File: config.mk
export PLATFORM = sky130hd
export DESIGN_NAME = wprot_unit
export DESIGN_NICKNAME = d
export VERILOG_FILES = /design/src/rtl/wprot_pkg.sv /design/src/rtl/wprot_zone_map.sv /design/src/rtl/wprot_srw_seq.sv /design/src/rtl/wprot_state.sv /design/src/rtl/wprot_unit.sv
export SDC_FILE = /design/constraint.sdc
export NUM_CORES = 1
export LEC_CHECK = 0
export ABC_AREA = 0
export BUFFER_PORTS_ARGS = -buffer_cell sky130_fd_sc_hd__buf_4
export CAP_MARGIN = 20
export CORE_MARGIN = 5
export CORE_UTILIZATION = 42
export DETAILED_ROUTE_END_ITERATION = 10
export GPL_TIMING_DRIVEN = 0
export PLACE_DENSITY = 0.74
export SETUP_SLACK_MARGIN = 0.2
export SYNTH_ARGS = -nofsm -noshare
export SYNTH_HDL_FRONTEND = slang
export SYNTH_HIERARCHICAL = 1
export SYNTH_SLANG_ARGS = --single-unit
File: constraint.sdc
create_clock -name clk -period 2.06 [get_ports clk]
set_input_delay 0.103 -clock clk [delete_from_list [all_inputs] [get_ports clk]]
set_output_delay 0.103 -clock clk [all_outputs]
set_load 0.02 [all_outputs]
File: src/rtl/wprot_pkg.sv
package wprot_pkg;

    localparam int ADDR_W_DEF = 13;

    typedef enum logic [1:0] {
        ZONE_NONE = 2'b00,
        ZONE_QTR  = 2'b01,
        ZONE_HALF = 2'b10,
        ZONE_ALL  = 2'b11
    } zone_e;

    typedef struct packed {
        logic  lock_en;
        zone_e zone;
    } nv_t;

    typedef enum logic {
        CYC_ARRAY  = 1'b0,
        CYC_STATUS = 1'b1
    } cyc_e;

    localparam nv_t NV_RESET = '{lock_en: 1'b0, zone: ZONE_NONE};

    function automatic logic [7:0] pack_status(nv_t nv, logic wel, logic busy);
        if (busy) return 8'hFF;
        return {nv.lock_en, 3'b000, nv.zone, wel, 1'b0};
    endfunction

    function automatic nv_t take_nv(logic [7:0] d);
        nv_t r;
        r.lock_en = d[7];
        r.zone    = zone_e'(d[3:2]);
        return r;
    endfunction

endpackage

File: src/rtl/wprot_zone_map.sv
module wprot_zone_map
    import wprot_pkg::*;
#(
    parameter int ADDR_W = ADDR_W_DEF
) (
    input  zone_e             zone,
    input  logic [ADDR_W-1:0] addr,
    output logic              locked
);
    logic in_top_half;
    logic in_top_qtr;

    generate
        if (ADDR_W >= 2) begin : g_wide
            assign in_top_half = addr[ADDR_W-1];
            assign in_top_qtr  = &addr[ADDR_W-1 -: 2];
        end else begin : g_narrow
            assign in_top_half = addr[0];
            assign in_top_qtr  = addr[0];
        end
    endgenerate

    always_comb begin
        unique case (zone)
            ZONE_NONE: locked = 1'b0;
            ZONE_QTR:  locked = in_top_qtr;
            ZONE_HALF: locked = in_top_half;
            default:   locked = 1'b1;
        endcase
    end
endmodule

File: src/rtl/wprot_srw_seq.sv
module wprot_srw_seq
    import wprot_pkg::*;
(
    input  logic       clk,
    input  logic       rst,
    input  logic       sel,
    input  logic       hw_lock,
    input  logic       load,
    input  logic [7:0] data,
    input  logic       sr_ok,
    input  logic       wel,
    input  logic       busy,
    output logic       commit,
    output nv_t        staged
);
    logic       pend;
    logic       sel_q;
    logic [7:0] byte_q;

    always_ff @(posedge clk) begin
        if (rst) begin
            pend   <= 1'b0;
            sel_q  <= 1'b0;
            byte_q <= 8'h00;
        end else begin
            sel_q <= sel;
            if (!sel || hw_lock) begin
                pend <= 1'b0;
            end else if (load && sr_ok) begin
                pend   <= 1'b1;
                byte_q <= data;
            end
        end
    end

    assign commit = pend && sel_q && !sel && !hw_lock && wel && !busy;
    assign staged = take_nv(byte_q);

    // hardware lock while a write is pending kills it
    p_cancel_on_lock_r7: assert property (@(posedge clk) disable iff (rst)
        (pend && hw_lock) |=> !pend);

    // start only on release of select
    p_commit_on_release_r9: assert property (@(posedge clk) disable iff (rst)
        commit |-> (!sel && $past(sel)));
endmodule

File: src/rtl/wprot_state.sv
module wprot_state
    import wprot_pkg::*;
(
    input  logic clk,
    input  logic rst,
    input  logic wren,
    input  logic wrdi,
    input  logic arr_go,
    input  logic sr_go,
    input  nv_t  sr_nv,
    input  logic cycle_done,
    output nv_t  nv,
    output logic wel,
    output logic busy
);
    cyc_e kind;
    nv_t  nv_stage;
    logic finish;

    assign finish = cycle_done && busy;

    always_ff @(posedge clk) begin
        if (rst) begin
            nv       <= NV_RESET;
            nv_stage <= NV_RESET;
            wel      <= 1'b0;
            busy     <= 1'b0;
            kind     <= CYC_ARRAY;
        end else if (finish) begin
            busy <= 1'b0;
            wel  <= 1'b0;
            if (kind == CYC_STATUS) nv <= nv_stage;
        end else if (!busy) begin
            if (arr_go) begin
                busy <= 1'b1;
                kind <= CYC_ARRAY;
            end else if (sr_go) begin
                busy     <= 1'b1;
                kind     <= CYC_STATUS;
                nv_stage <= sr_nv;
            end else if (wrdi) begin
                wel <= 1'b0;
            end else if (wren) begin
                wel <= 1'b1;
            end
        end
    end

    // completion always drops the write latch
    p_wel_drop_r5: assert property (@(posedge clk) disable iff (rst)
        finish |=> !wel);

    // nonvolatile bits hold unless a status cycle finishes
    p_nv_hold_r9: assert property (@(posedge clk) disable iff (rst)
        !(finish && kind == CYC_STATUS) |=> $stable(nv));

    // a start is only taken when idle with the latch set
    p_go_idle_r10: assert property (@(posedge clk) disable iff (rst)
        (arr_go || sr_go) |-> (!busy && wel));
endmodule

File: src/rtl/wprot_unit.sv
module wprot_unit
    import wprot_pkg::*;
#(
    parameter int ADDR_W = ADDR_W_DEF
) (
    input  logic              clk,
    input  logic              rst,
    input  logic              sel_i,
    input  logic              wp_n_i,
    input  logic              wren_i,
    input  logic              wrdi_i,
    input  logic              srw_load_i,
    input  logic [7:0]        srw_data_i,
    input  logic              arr_start_i,
    input  logic [ADDR_W-1:0] arr_addr_i,
    input  logic              cycle_done_i,
    output logic [7:0]        status_o,
    output logic              arr_permit_o,
    output logic              sr_permit_o
);
    nv_t  nv;
    nv_t  staged;
    logic wel;
    logic busy;
    logic hw_lock;
    logic locked;
    logic commit;
    logic arr_go;
    logic sr_go;

    assign hw_lock      = nv.lock_en && !wp_n_i;
    assign arr_permit_o = wel && !busy && !locked;
    assign sr_permit_o  = wel && !busy && !hw_lock;
    assign arr_go       = arr_start_i && arr_permit_o;
    assign sr_go        = commit && !arr_go;
    assign status_o     = pack_status(nv, wel, busy);

    wprot_zone_map #(.ADDR_W(ADDR_W)) u_zone (
        .zone   (nv.zone),
        .addr   (arr_addr_i),
        .locked (locked)
    );

    wprot_srw_seq u_seq (
        .clk     (clk),
        .rst     (rst),
        .sel     (sel_i),
        .hw_lock (hw_lock),
        .load    (srw_load_i),
        .data    (srw_data_i),
        .sr_ok   (sr_permit_o),
        .wel     (wel),
        .busy    (busy),
        .commit  (commit),
        .staged  (staged)
    );

    wprot_state u_state (
        .clk        (clk),
        .rst        (rst),
        .wren       (wren_i),
        .wrdi       (wrdi_i),
        .arr_go     (arr_go),
        .sr_go      (sr_go),
        .sr_nv      (staged),
        .cycle_done (cycle_done_i),
        .nv         (nv),
        .wel        (wel),
        .busy       (busy)
    );

    // a started cycle shows all ones next cycle
    p_ff_when_busy_r6: assert property (@(posedge clk) disable iff (rst)
        (arr_go || sr_go) |=> (status_o == 8'hFF));

    // whole-array zone refuses every address
    p_zone_all_r2: assert property (@(posedge clk) disable iff (rst)
        (status_o[3:2] == 2'b11 && !status_o[0]) |-> !arr_permit_o);

    // hardware lock refuses status writes
    p_hw_lock_r3: assert property (@(posedge clk) disable iff (rst)
        (status_o[7] && !status_o[0] && !wp_n_i) |-> !sr_permit_o);

    // no latch, no permit
    p_need_wel_r4: assert property (@(posedge clk) disable iff (rst)
        (!status_o[1]) |-> (!arr_permit_o && !sr_permit_o));
endmodule

After elaboration in Yosys (flattened, before gate mapping):

Cells that the tools add are included.
W data, S select, Z words.

* bits in registers: 19
* input bits: 30
* output and inout bits: 10
* logic and storage cells: 59

* equal/unequal tests: 2
* multiplexer cells: 11
* bitwise operators: 5
* reduce and logical (&&, ||, !) cells: 31

Operator list (number)
* $mux W8: 2
* $logic_and A1 B1 Y1: 13
* $mux W1: 8
* $reduce_and A4 Y1: 2
* $logic_not A1 Y1: 6
* $reduce_and A2 Y1: 3
* $not A1 Y1: 5
* $reduce_bool A2 Y1: 2
* $reduce_or A2 Y1: 2
* $pmux W1 S3: 1
* $reduce_and A3 Y1: 1
* $eq A2 B1 Y1 const B: 1
* $eq A2 B2 Y1 const B: 1
* $logic_not A2 Y1: 1
* $logic_or A1 B1 Y1: 1

Depth between registers and ports, before layout:

* word-level depth: 10
* gate-level depth with buffers: 6

By module:

Netlist, hierarchy kept.

By module, submodules not included
* wprot_state: instances 1, cells an instance 37, area each 374.1 um^2
* wprot_srw_seq: instances 1, cells an instance 21, area each 221.5 um^2
* wprot_unit: instances 1, cells an instance 14, area each 100.1 um^2
* wprot_zone_map: instances 1, cells an instance 3, area each 13.8 um^2

Worst setup path before layout:

Ideal clock, no wire load.

* kind: reg2reg
* start: reg u_state/nv[0] (netlist name)
* end: reg u_state.wel
* setup time: 0.095 ns
* data arrival time: 1.593 ns
* required time: 1.965 ns
* setup slack: 0.371 ns
* stages on the path, launching flop included: 7
* buffers on the path: 0
* clock period less this slack: 1.689 ns
* cell sequence: dfxtp_1 -> o21ai_1 -> nand2_1 -> and4bb_4 -> nor2b_2 -> or4b_1 -> a221oi_1

* cells in the longest elaborated chain, start to end: 9

Ends and longest elaborated chain
* $eq A2 B2 Y1, or another cell as far along: line wprot_zone_map.sv:24 `unique case (zone)`
* $pmux W1 S3 (*): line wprot_zone_map.sv:24
* via locked: line wprot_unit.sv:26 `logic locked;`
* $logic_not A1 Y1 (*): line wprot_unit.sv:32 `assign arr_permit_o = wel && !busy && !locked;`
* $logic_and A1 B1 Y1 (*): line wprot_unit.sv:32
* $logic_and A1 B1 Y1 (*): line wprot_unit.sv:34 `assign arr_go = arr_start_i && arr_permit_o;`
* via arr_go: line wprot_unit.sv:28 `logic arr_go;`
* $logic_not A1 Y1 (*): line wprot_unit.sv:35 `assign sr_go = commit && !arr_go;`
* $logic_and A1 B1 Y1 (*): line wprot_unit.sv:35
* via sr_go: line wprot_unit.sv:29 `logic sr_go;`
* $not A1 Y1 (no line) (*)
* $reduce_and A4 Y1 (no line) (*)
* to (signal assigned): line wprot_state.sv:31 `wel <= 1'b0;`
* to (signal assigned): line wprot_state.sv:42 `wel <= 1'b0;`
* to (signal assigned): line wprot_state.sv:44 `wel <= 1'b1;`
* to (decl): line wprot_state.sv:13 `output logic wel,`

Mark *: on every way through the listed nets, which the timed path passes. The rest lies on a longest branch.
A chain may end at the register's enable or synchronous reset.

Worst setup path in the final report:

* start: reg u_state/nv[0] (netlist name)
* end: reg u_state.wel

* cells in the longest elaborated chain, start to end: 9

Ends and longest elaborated chain (line)
* $eq A2 B2 Y1, or another cell as far along: wprot_zone_map.sv:24
* $pmux W1 S3 (*): wprot_zone_map.sv:24
* via locked: wprot_unit.sv:26
* $logic_not A1 Y1 (*): wprot_unit.sv:32
* $logic_and A1 B1 Y1 (*): wprot_unit.sv:32
* $logic_and A1 B1 Y1 (*): wprot_unit.sv:34
* via arr_go: wprot_unit.sv:28
* $logic_not A1 Y1 (*): wprot_unit.sv:35
* $logic_and A1 B1 Y1 (*): wprot_unit.sv:35
* via sr_go: wprot_unit.sv:29
* $not A1 Y1 (no line) (*)
* $reduce_and A4 Y1 (no line) (*)

Marked as above.

==> impl_results.md <==
* Most frequent cells in the layout: buf_4, nand2b_1, dfxtp_1
* Crit path arrival time at around 2.0 ns
* Slew Limit Fails at 0
* Setup tns final at 0 ns
* Unrepaired setup endpoints after global routing: false
* Worst path cell trace: o21ai_2 -> nand2_1 -> and4bb_4 -> nor2b_2 -> or4b_4 -> a221oi_2
* CTS tree: done
* Worst skew pair latency at roughly 0.27 ns
* Fmax at between 500 and 600 MHz
* Antenna-violating nets left at 0
* Multi-input gate area at roughly 400 um2
* Main area contributors after synthesis: dfxtp_1, nand2b_1, mux2i_1
* Initial drt markers at 8
* Crit path kind: reg -> reg
* Synth cell types at 23
* I/O pin count at 40
* Fin nets at approximately 140
* Starting density of the core at a little under half
* DR WL/cell at roughly 12 um
* CP peak stage delay at slightly above 0.5 ns
* Overall power at 0.5350 mW
* Root Buffer: clkbuf_4
* Die Ht at 51.10 um
* Largest fanout on the critical path at 4
* Layout cell share with drive strength beyond 1 at between 40% and 50%
* Core area at between 0.0015 and 0.002 mm2
* Worst-Margin Slew at roughly 0.34 ns
* Mapped Cells at between 70 and 80
* Share of the synthesized area in the top cell type at around two fifths
* Seq/Total Area, Yosys at 39.51%
* Status: finished, final reports clean
* Clock Tree Buf Depth at 2
* Area grow syn2layout at 39.15%
* Die W at 51.10 um
* Final period util at between 80% and 90%
* H-tree levels at 1
* Via count at 577
* Pwr Density at 542.0 mW/mm2
* Post-Synthesis Cell Area at about 710 um2
* Routed vias/inst at around 4.8
* Final HPWL DP at roughly 1.1 mm
* Mean Syn Cell Area at 9.459 um2
* Peak supply drop at approximately 0.36 mV
* Gr usage total at a little under an eighth
* Final WL at approximately 1.5 mm
* Num rows at 14
* Post-Route Skew at 0.0009938 ns
* Clk sinks at 14
* Drt drc at 0
* Crit path required time at approximately 2.3 ns
* Total gr overflow at 0
* Worst hold slack at between 0.04 and 0.05 ns
* Min Tclk post-route at about 1.8 ns
* Post-Syn Nets at ~110
* Port bufs at 23
* Largest net degree at the start of global routing at 19
* Ant. Diodes at 0
* LEAKAGE at 0.4428 nW
* Slowest CP cell: or4b_4
* Slew HR at 76.92%
* Total CTS buffers at 3
* MaxCap Viol Count at 0
* Die area at around 0.0026 mm2
* Crit path capture type: flop
* Yosys warns at 6
* Drt first pass iters at 4
* First-pass GRT wire length at about 2.3 mm
* Startpoint types: flop
* Vias in the first global route at around 490
* HP Class: in -> reg
* Placer congestion estimate at 0.7732
* Layout Utilization at 63.32%
* Seq. cell area at about 280 um2
* Final setup vio count at 0
* Initial antenna violation count at 0
* Most common cell after layout, fill and taps aside: buf_4
* Clk pin slew, worst setup/hold paths at approximately 0.080 ns
* FF+latch count, synth at 14
* Fillers at about 150
* Post-synth top area cell: dfxtp_1
* Final Hold Fails at 0
## synth_stat cells
master    count
nand3_1       2
or4b_1        1
and4b_1       1
buf_4         4
nor3_1        2
nand2_1       1
inv_1         3
and4bb_4      1
a221oi_1      2
mux2i_1       9
nor2b_2       1
nand4b_1      1
or2_1         4
nor3b_1       2
a21oi_1       1
nor2_1        3
a21o_1        1
buf_6         1
nor2b_1       2
clkbuf_1      1
o21ai_1       1
dfxtp_1      14
nand2b_1     17
## where the power goes
group / switching, mW / total, mW / leakage, nW / internal [mW]
Combinational: 0.0432 / 0.101 / 0.314 / 0.0578
Sequential: 0.00706 / 0.283 / 0.115 / 0.276
Clock: 0.0837 / 0.151 / 0.0138 / 0.0677
Total: 0.134 / 0.535 / 0.443 / 0.401
## registers in the layout, indices dropped and copies added (netlist names)
name,count
u_state/kind,1
u_state/busy,1
u_seq/sel_q,1
u_state/nv,3
u_seq/pend,1
u_state/nv_stage,3
u_state/wel,1
u_seq/byte_q,3
## worst paths after layout
kind	endpoint	slack (ns)	cells after the start	startpoint
hold reg to reg	u_state/nv_stage[1]	0.47	2	u_seq/byte_q[3]
setup / recovery	u_state/wel	0.29	6	u_state/nv[0]
hold / removal	u_seq/sel_q	0.05	2	rst
setup reg to reg	u_state/wel	0.29	6	u_state/nv[0]
## per-layer routing
| layer | routed length, um | track usage [%] |
|---|---|---|
| met5 | 0 | 0 |
| met4 | 12 | 8.072 |
| met3 | 123 | 4.360 |
| met2 | 638 | 17.38 |
| met1 | 683 | 14.31 |
## final cells by class
cell class                 count  share of cell area (%)
buffer                         6                   4.563
sequential                    14                   28.77
tap                           16                   2.028
multi-input combinational     52                   40.43
timing repair buffer          27                   20.79
inverter                       3                   1.141
clock buffer                   3                   2.281
## kinds of logic after synthesis
group                  Yosys count  share of synthesized area (%)
and+or+nand+nor                 38                          34.92
DFF                             14                          39.51
muxes                            9                          12.70
buffers and inverters            9                          7.936
AOI/OAI and AO/OA                5                          4.938
## critical path, delay by kind of cell, from the launching register on
family          cells  cell delay [ns]
compound gates      2             0.34
simple gates        4             1.00
flops               1             0.34
## repair_timing
action	CTS	global route
pin swaps	0	4
endpoints found under the hold margin	0	1
buffers inserted	0	3
gates resized for setup	1	8
setup endpoints to repair	4	4
hold buffers	0	1
## through the flow
stage | worst slack [ns] | area, um2 | instances
after floorplan | 0.3714 | 709.4 | 75
after global placement | 0.1999 | 902.1 | 114
after detailed placement | 0.1663 | 902.1 | 114
after CTS | 0.2000 | 929.6 | 117
after global routing | 0.1934 | 987.2 | 121
final | 0.2945 | 987.2 | 121
No activity file was read; power rests on OpenSTA's default activity.
